<file path="src/rtl/updown_wiper.sv">
module updown_wiper #(
  parameter int unsigned CLK_HZ   = 1_000_000,
  parameter int unsigned POS_W    = 6,
  parameter int unsigned INIT_POS = 32,
  parameter int unsigned T_MIN    = CLK_HZ / 1000,
  parameter int unsigned T_GAP    = CLK_HZ / 1000,
  parameter int unsigned T_HOLD   = CLK_HZ / 2,
  parameter int unsigned T_REP    = CLK_HZ / 10,
  parameter int unsigned T_LOCK   = CLK_HZ / 100
) (
  input  logic             clk,
  input  logic             rst_n,
  input  logic             up_n,
  input  logic             down_n,
  input  logic             suspend,
  input  logic             load_en,
  input  logic [POS_W-1:0] load_pos,
  output logic [POS_W-1:0] pos
);
  localparam int unsigned CW = $clog2(T_HOLD + 1);
  localparam int unsigned RW = $clog2(T_REP + 1);
  localparam int unsigned GW = $clog2(T_GAP + 1);
  localparam int unsigned LW = $clog2(T_LOCK + 1);
  localparam logic [POS_W-1:0] TOP = {POS_W{1'b1}};

  typedef enum logic [1:0] {IDLE, PRESS, BLOCK} st_t;

  logic [1:0] up_sy, dn_sy;
  st_t        st;
  logic       dir_up, step;
  logic [CW-1:0] cnt;
  logic [RW-1:0] rep;
  logic [GW-1:0] gap;
  logic [LW-1:0] lock;

  wire up_l      = !up_sy[1];
  wire dn_l      = !dn_sy[1];
  wire own_l     = dir_up ? up_l : dn_l;
  wire other_l   = dir_up ? dn_l : up_l;
  wire lock_done = (lock == LW'(T_LOCK));
  wire gap_ok    = (gap == GW'(T_GAP));

  always_ff @(posedge clk or negedge rst_n)
    if (!rst_n) begin
      up_sy <= 2'b11;
      dn_sy <= 2'b11;
    end else begin
      up_sy <= {up_sy[0], up_n};
      dn_sy <= {dn_sy[0], down_n};
    end

  always_ff @(posedge clk or negedge rst_n)
    if (!rst_n) lock <= '0;
    else if (!lock_done) lock <= lock + 1'b1;

  always_comb begin
    step = 1'b0;
    if (!suspend && st == PRESS && own_l && !other_l) begin
      if (cnt < CW'(T_HOLD)) step = (cnt == CW'(T_MIN - 1));
      else                   step = (rep == RW'(T_REP - 1));
    end
  end

  always_ff @(posedge clk or negedge rst_n)
    if (!rst_n) begin
      st     <= IDLE;
      dir_up <= 1'b0;
      cnt    <= '0;
      rep    <= '0;
      gap    <= GW'(T_GAP);
    end else if (!suspend) begin
      case (st)
        IDLE:
          if (up_l || dn_l) begin
            st     <= ((up_l && dn_l) || !lock_done || !gap_ok) ? BLOCK : PRESS;
            dir_up <= up_l;
            cnt    <= CW'(1);
            rep    <= '0;
          end else if (!gap_ok) begin
            gap <= gap + 1'b1;
          end
        PRESS:
          if (!own_l) begin
            st  <= other_l ? BLOCK : IDLE;
            gap <= GW'(1);
          end else if (other_l) begin
            st <= BLOCK;
          end else if (cnt < CW'(T_HOLD)) begin
            cnt <= cnt + 1'b1;
          end else begin
            rep <= (rep == RW'(T_REP - 1)) ? '0 : rep + 1'b1;
          end
        default:
          if (!up_l && !dn_l) begin
            st  <= IDLE;
            gap <= GW'(1);
          end
      endcase
    end

  always_ff @(posedge clk or negedge rst_n)
    if (!rst_n)       pos <= POS_W'(INIT_POS);
    else if (load_en) pos <= load_pos;
    else if (step) begin
      if (dir_up && pos != TOP)       pos <= pos + 1'b1;
      else if (!dir_up && pos != '0)  pos <= pos - 1'b1;
    end

  p_load_r10: assert property (@(posedge clk) disable iff (!rst_n)
    load_en |=> pos == $past(load_pos));
  p_one_step_r3: assert property (@(posedge clk) disable iff (!rst_n)
    !load_en |=> (pos == $past(pos) || pos == $past(pos) + POS_W'(1)
                  || pos == $past(pos) - POS_W'(1)));
  p_no_wrap_up_r7: assert property (@(posedge clk) disable iff (!rst_n)
    (!load_en && pos == TOP) |=> pos != '0);
  p_no_wrap_dn_r7: assert property (@(posedge clk) disable iff (!rst_n)
    (!load_en && pos == '0) |=> pos != TOP);
  p_lockout_r2: assert property (@(posedge clk) disable iff (!rst_n)
    (!lock_done && !load_en) |=> $stable(pos));
  p_frozen_r9: assert property (@(posedge clk) disable iff (!rst_n)
    (suspend && !load_en) |=> $stable(pos));
  p_both_low_r8: assert property (@(posedge clk) disable iff (!rst_n)
    (up_l && dn_l && !load_en) |=> $stable(pos));
endmodule

</file>
<file path="config.mk">
export PLATFORM = sky130hd
export DESIGN_NAME = updown_wiper
export DESIGN_NICKNAME = d
export VERILOG_FILES = /design/src/rtl/updown_wiper.sv
export SDC_FILE = /design/constraint.sdc
export NUM_CORES = 1
export LEC_CHECK = 0
export ABC_AREA = 1
export ABC_CLOCK_PERIOD_IN_PS = 2550
export BUFFER_PORTS_ARGS = -buffer_cell sky130_fd_sc_hd__buf_4
export CAP_MARGIN = 0
export CORE_MARGIN = 3
export CORE_UTILIZATION = 40
export DETAILED_ROUTE_END_ITERATION = 10
export HOLD_SLACK_MARGIN = 0.15
export PLACE_DENSITY = 0.57
export SYNTH_ARGS = -nofsm -noshare
export SYNTH_HDL_FRONTEND = slang
export SYNTH_SLANG_ARGS = --single-unit
</file>
<file path="constraint.sdc">
create_clock -name clk -period 2.55 [get_ports clk]
set_input_delay 0.51 -clock clk [delete_from_list [all_inputs] [get_ports clk]]
set_output_delay 0.51 -clock clk [all_outputs]
set_load 0.02 [all_outputs]
</file>
==> flow_summary_export.csv <==
group,metric,value,unit
finish,n_antenna_cell,0,
setup_path,path_buf_inv,1,
setup_path,crit_type,"reg2reg",
global_route,grt_pass1_wl,17800,um
yosys,synth_area,4670,um2
global_route,grt_antenna_before_repair,0,
die,dieArea,13000,um2
sta,fin_skew,0.00542,ns
setup_path,slowest_delay,0.57,ns
cts,cts-root-buf,"clkbuf_16",
sta,hold_violations,0,
setup_path,cp.required,2.84,ns
placed_design,place_congestion,0.863,
die,die_h,114,um
finish,area_growth,12.5,%
die,die_w,114,um
global_route,overflow,0,
yosys,netlist_top_cells_area,"dfrtp_1 (33%), nand2_1 (17%), nor2_1 (7.1%), nand3_1 (7.0%), dfstp_2 (6.2%)",
routing,wl,10200,um
die,coreArea,11100,um2
yosys,yosysUniqueCellTypes,32,
setup_path,critical_path_arrival,2.39,ns
setup_path,worstSetupEndpointType,"flip-flop",
finish,final_area,5250,um2
setup_path,critical-path-top-delay-family,"simple AND/OR/NAND/NOR gates",
setup_path,path_cells,"nand2_1 -> nor2_1 -> nand2_1 -> nand2_1 -> ha_1 -> nand2_1 -> nand2_1 -> nand2_1 -> nand2_1 -> nor2_1 -> inv_1 -> nand2_1 -> nand3_1 -> nand2_1 -> nand2_1 -> nand2_1",
finish,final_cell_mix,"nand2_1 (213), nor2_1 (88), nand3_1 (65), dfrtp_1 (62), inv_1 (60)",
die,ios,18,
placed_design,dp_hpwl,7410,um
power,p_per_area,676,nW/um2
job,maxCapViolations,0,
sta,rsz0062_at_grt,"false",
placed_design,place_area,4930,um2
cts,insertion_delay,0.34,ns
routing,vias,4147,
global_route,grt_max_degree,43,
routing,dr.pass1.iters,4,
cts,clock_path_buffers,2,
die,start_util,41.9,%
cts,path_clk_slew,0.06,ns
outcome,outcome,"finished clean",
setup_path,cpMostUsedCell,"nand2_1",
min_path,hold_path_class,"in2reg",
sta,period_minus_slack,2.10,ns
global_route,grt_pass1_vias,3800,
power,peakVddDrop,0.000594,V
yosys,synth_fp_nets,687,
finish,nets,708,
routing,drcViolationCount,0,
sta,setup_viol,0,
sta,final.setup.tns,0,ns
power,leakagePower,2.37,nW
yosys,yosysWarnings,0,
placed_design,port_buffers,17,
routing,drtIter0Drc,209,
cts,h-tree-depth,3,
cts,post_cts_buffers,0,
die,rows,38,
routing,detail_route.vias_per_cell,5.00,
cts,cts_sinks,73,
setup_path,startpoint_type,"flip-flop",
cts,cts_tree,"yes",
finish,fin_util,47.2,%
sta,drv_slew,0,
placed_design,place_ws,0.466,ns
sta,fmax,0.477,GHz
setup_path,crit_fanout,6,
yosys,synth_top_area_cell,"dfrtp_1",
routing,wire_per_inst,12.3,um
yosys,synth_cells,664,
routing,drtAntennaViolNets,0,
sta,worst_pin_slew,0.452,ns
sta,setup_slack,0.452,ns
sta,slew_headroom,69.8,%
setup_path,cpMaxStageDelayCell,"dfstp_2",
power,power,0.00355,W
yosys,syn_avg_cell_area,7.03,um2
global_route,track_usage,17.1,%
yosys,yosys_register_bits,73,
sta,fin_crit_sh,82.3,%
finish,final_common_cell,"nand2_1",
yosys,yosysSeqAreaShare,39.4,%
cts,numCtsBuffers,9,
finish,drive_gt1_share,9.57,%
yosys,synth.top_cell.area_share,33.3,%
[timing repair]
action / in CTS / in global routing
hold buffers: 1 / 0
endpoints found under the hold margin: 30 / 0
resized for setup: 0 / 0
[path summary, 6_finish.rpt]
check,end,cells past startpoint,slack [ns],from
worst max register to register,pos[5]$_DFFE_PN1P_,16,0.45,pos[5]$_DFFE_PN1P_
worst max-delay path,pos[5]$_DFFE_PN1P_,16,0.45,pos[5]$_DFFE_PN1P_
worst min register to register,up_sy[1]$_DFF_PN1_,0,0.36,up_sy[0]$_DFF_PN1_
max in group asynchronous,gap[9]$_DFFE_PN1P_,3,1.26,rst_n
worst min-delay path,dn_sy[0]$_DFF_PN1_,1,0.27,down_n
min in group asynchronous,pos[4]$_DFFE_PN0P_,2,0.66,rst_n
[Yosys cell counts]
library cell  instances
xnor2_1               6
nor3_1               13
o21ai_0              24
fa_1                  1
o21ai_1              23
o21ai_2               1
dfstp_2              11
a31oi_1               1
nor2_1               88
a21oi_1               6
inv_1                60
buf_2                 5
or2_2                 4
clkbuf_1              3
nand2_2               3
dfrtp_1              62
nor2_2                2
inv_2                 4
nand3_1              65
nand2_4               1
nand2_1             213
nor4_1                1
buf_6                 3
a21boi_0              1
nand3b_1              4
buf_4                 2
nand3_2               1
nand4_1              11
a21oi_4               1
xor2_1               32
ha_1                 10
o21bai_1              2
[through the flow]
step                      instances  hold WS, ns
after floorplan                 664        0.214
after global placement          813        0.349
after global routing            830        0.251
after CTS                       830        0.257
after detailed placement        813        0.354
final                           830        0.274
[kinds of logic (layout without fill, tap and decap cells)]
logic type / count (synthesis) / count (layout) / synth area share, %
buffers and inverters: 77 / 103 / 6.97
AO/OA/AOI/OAI: 59 / 59 / 6.84
XOR/XNOR: 38 / 38 / 7.13
adder cells (fa/ha/maj): 11 / 11 / 3.11
flip-flops: 73 / 73 / 39.4
AND/OR/NAND/NOR: 406 / 406 / 36.5
[layer usage]
| metal | global-route usage, % | vias to the layer above | part of all wire (%) |
|---|---|---|---|
| li1 | - | 2160 | - |
| met1 | 23.4 | 1903 | 50 |
| met2 | 25.8 | 74 | 44 |
| met3 | 5.36 | 10 | 4.6 |
| met4 | 5.46 | 0 | 1.1 |
| met5 | 0 | - | 0 |
[where the power goes]
group / leakage, nW / switching [W] / internal, W
sequential: 0.948 / 0.000111 / 0.00125
combinational: 1.26 / 0.000572 / 0.000323
clock: 0.155 / 0.000494 / 0.000807
total: 2.37 / 0.00118 / 0.00237
[sequential cells by signal (all words and copies together) (netlist names)]
name	cells
cnt	19
dir_up	1
dn_sy	2
gap	10
lock	14
pos	6
rep	17
st	2
up_sy	2
[layout make-up]
class                   count  area [um2]
clock inverters             5        53.8
fillers                  1162        5880
clock buffers              11         253
flip-flops and latches     73        1840
inverters                  64         240
well taps                 140         175
repair buffers             23         188
multi-input cells         514        2500
Note: power is estimated with default switching activity, not from simulation.
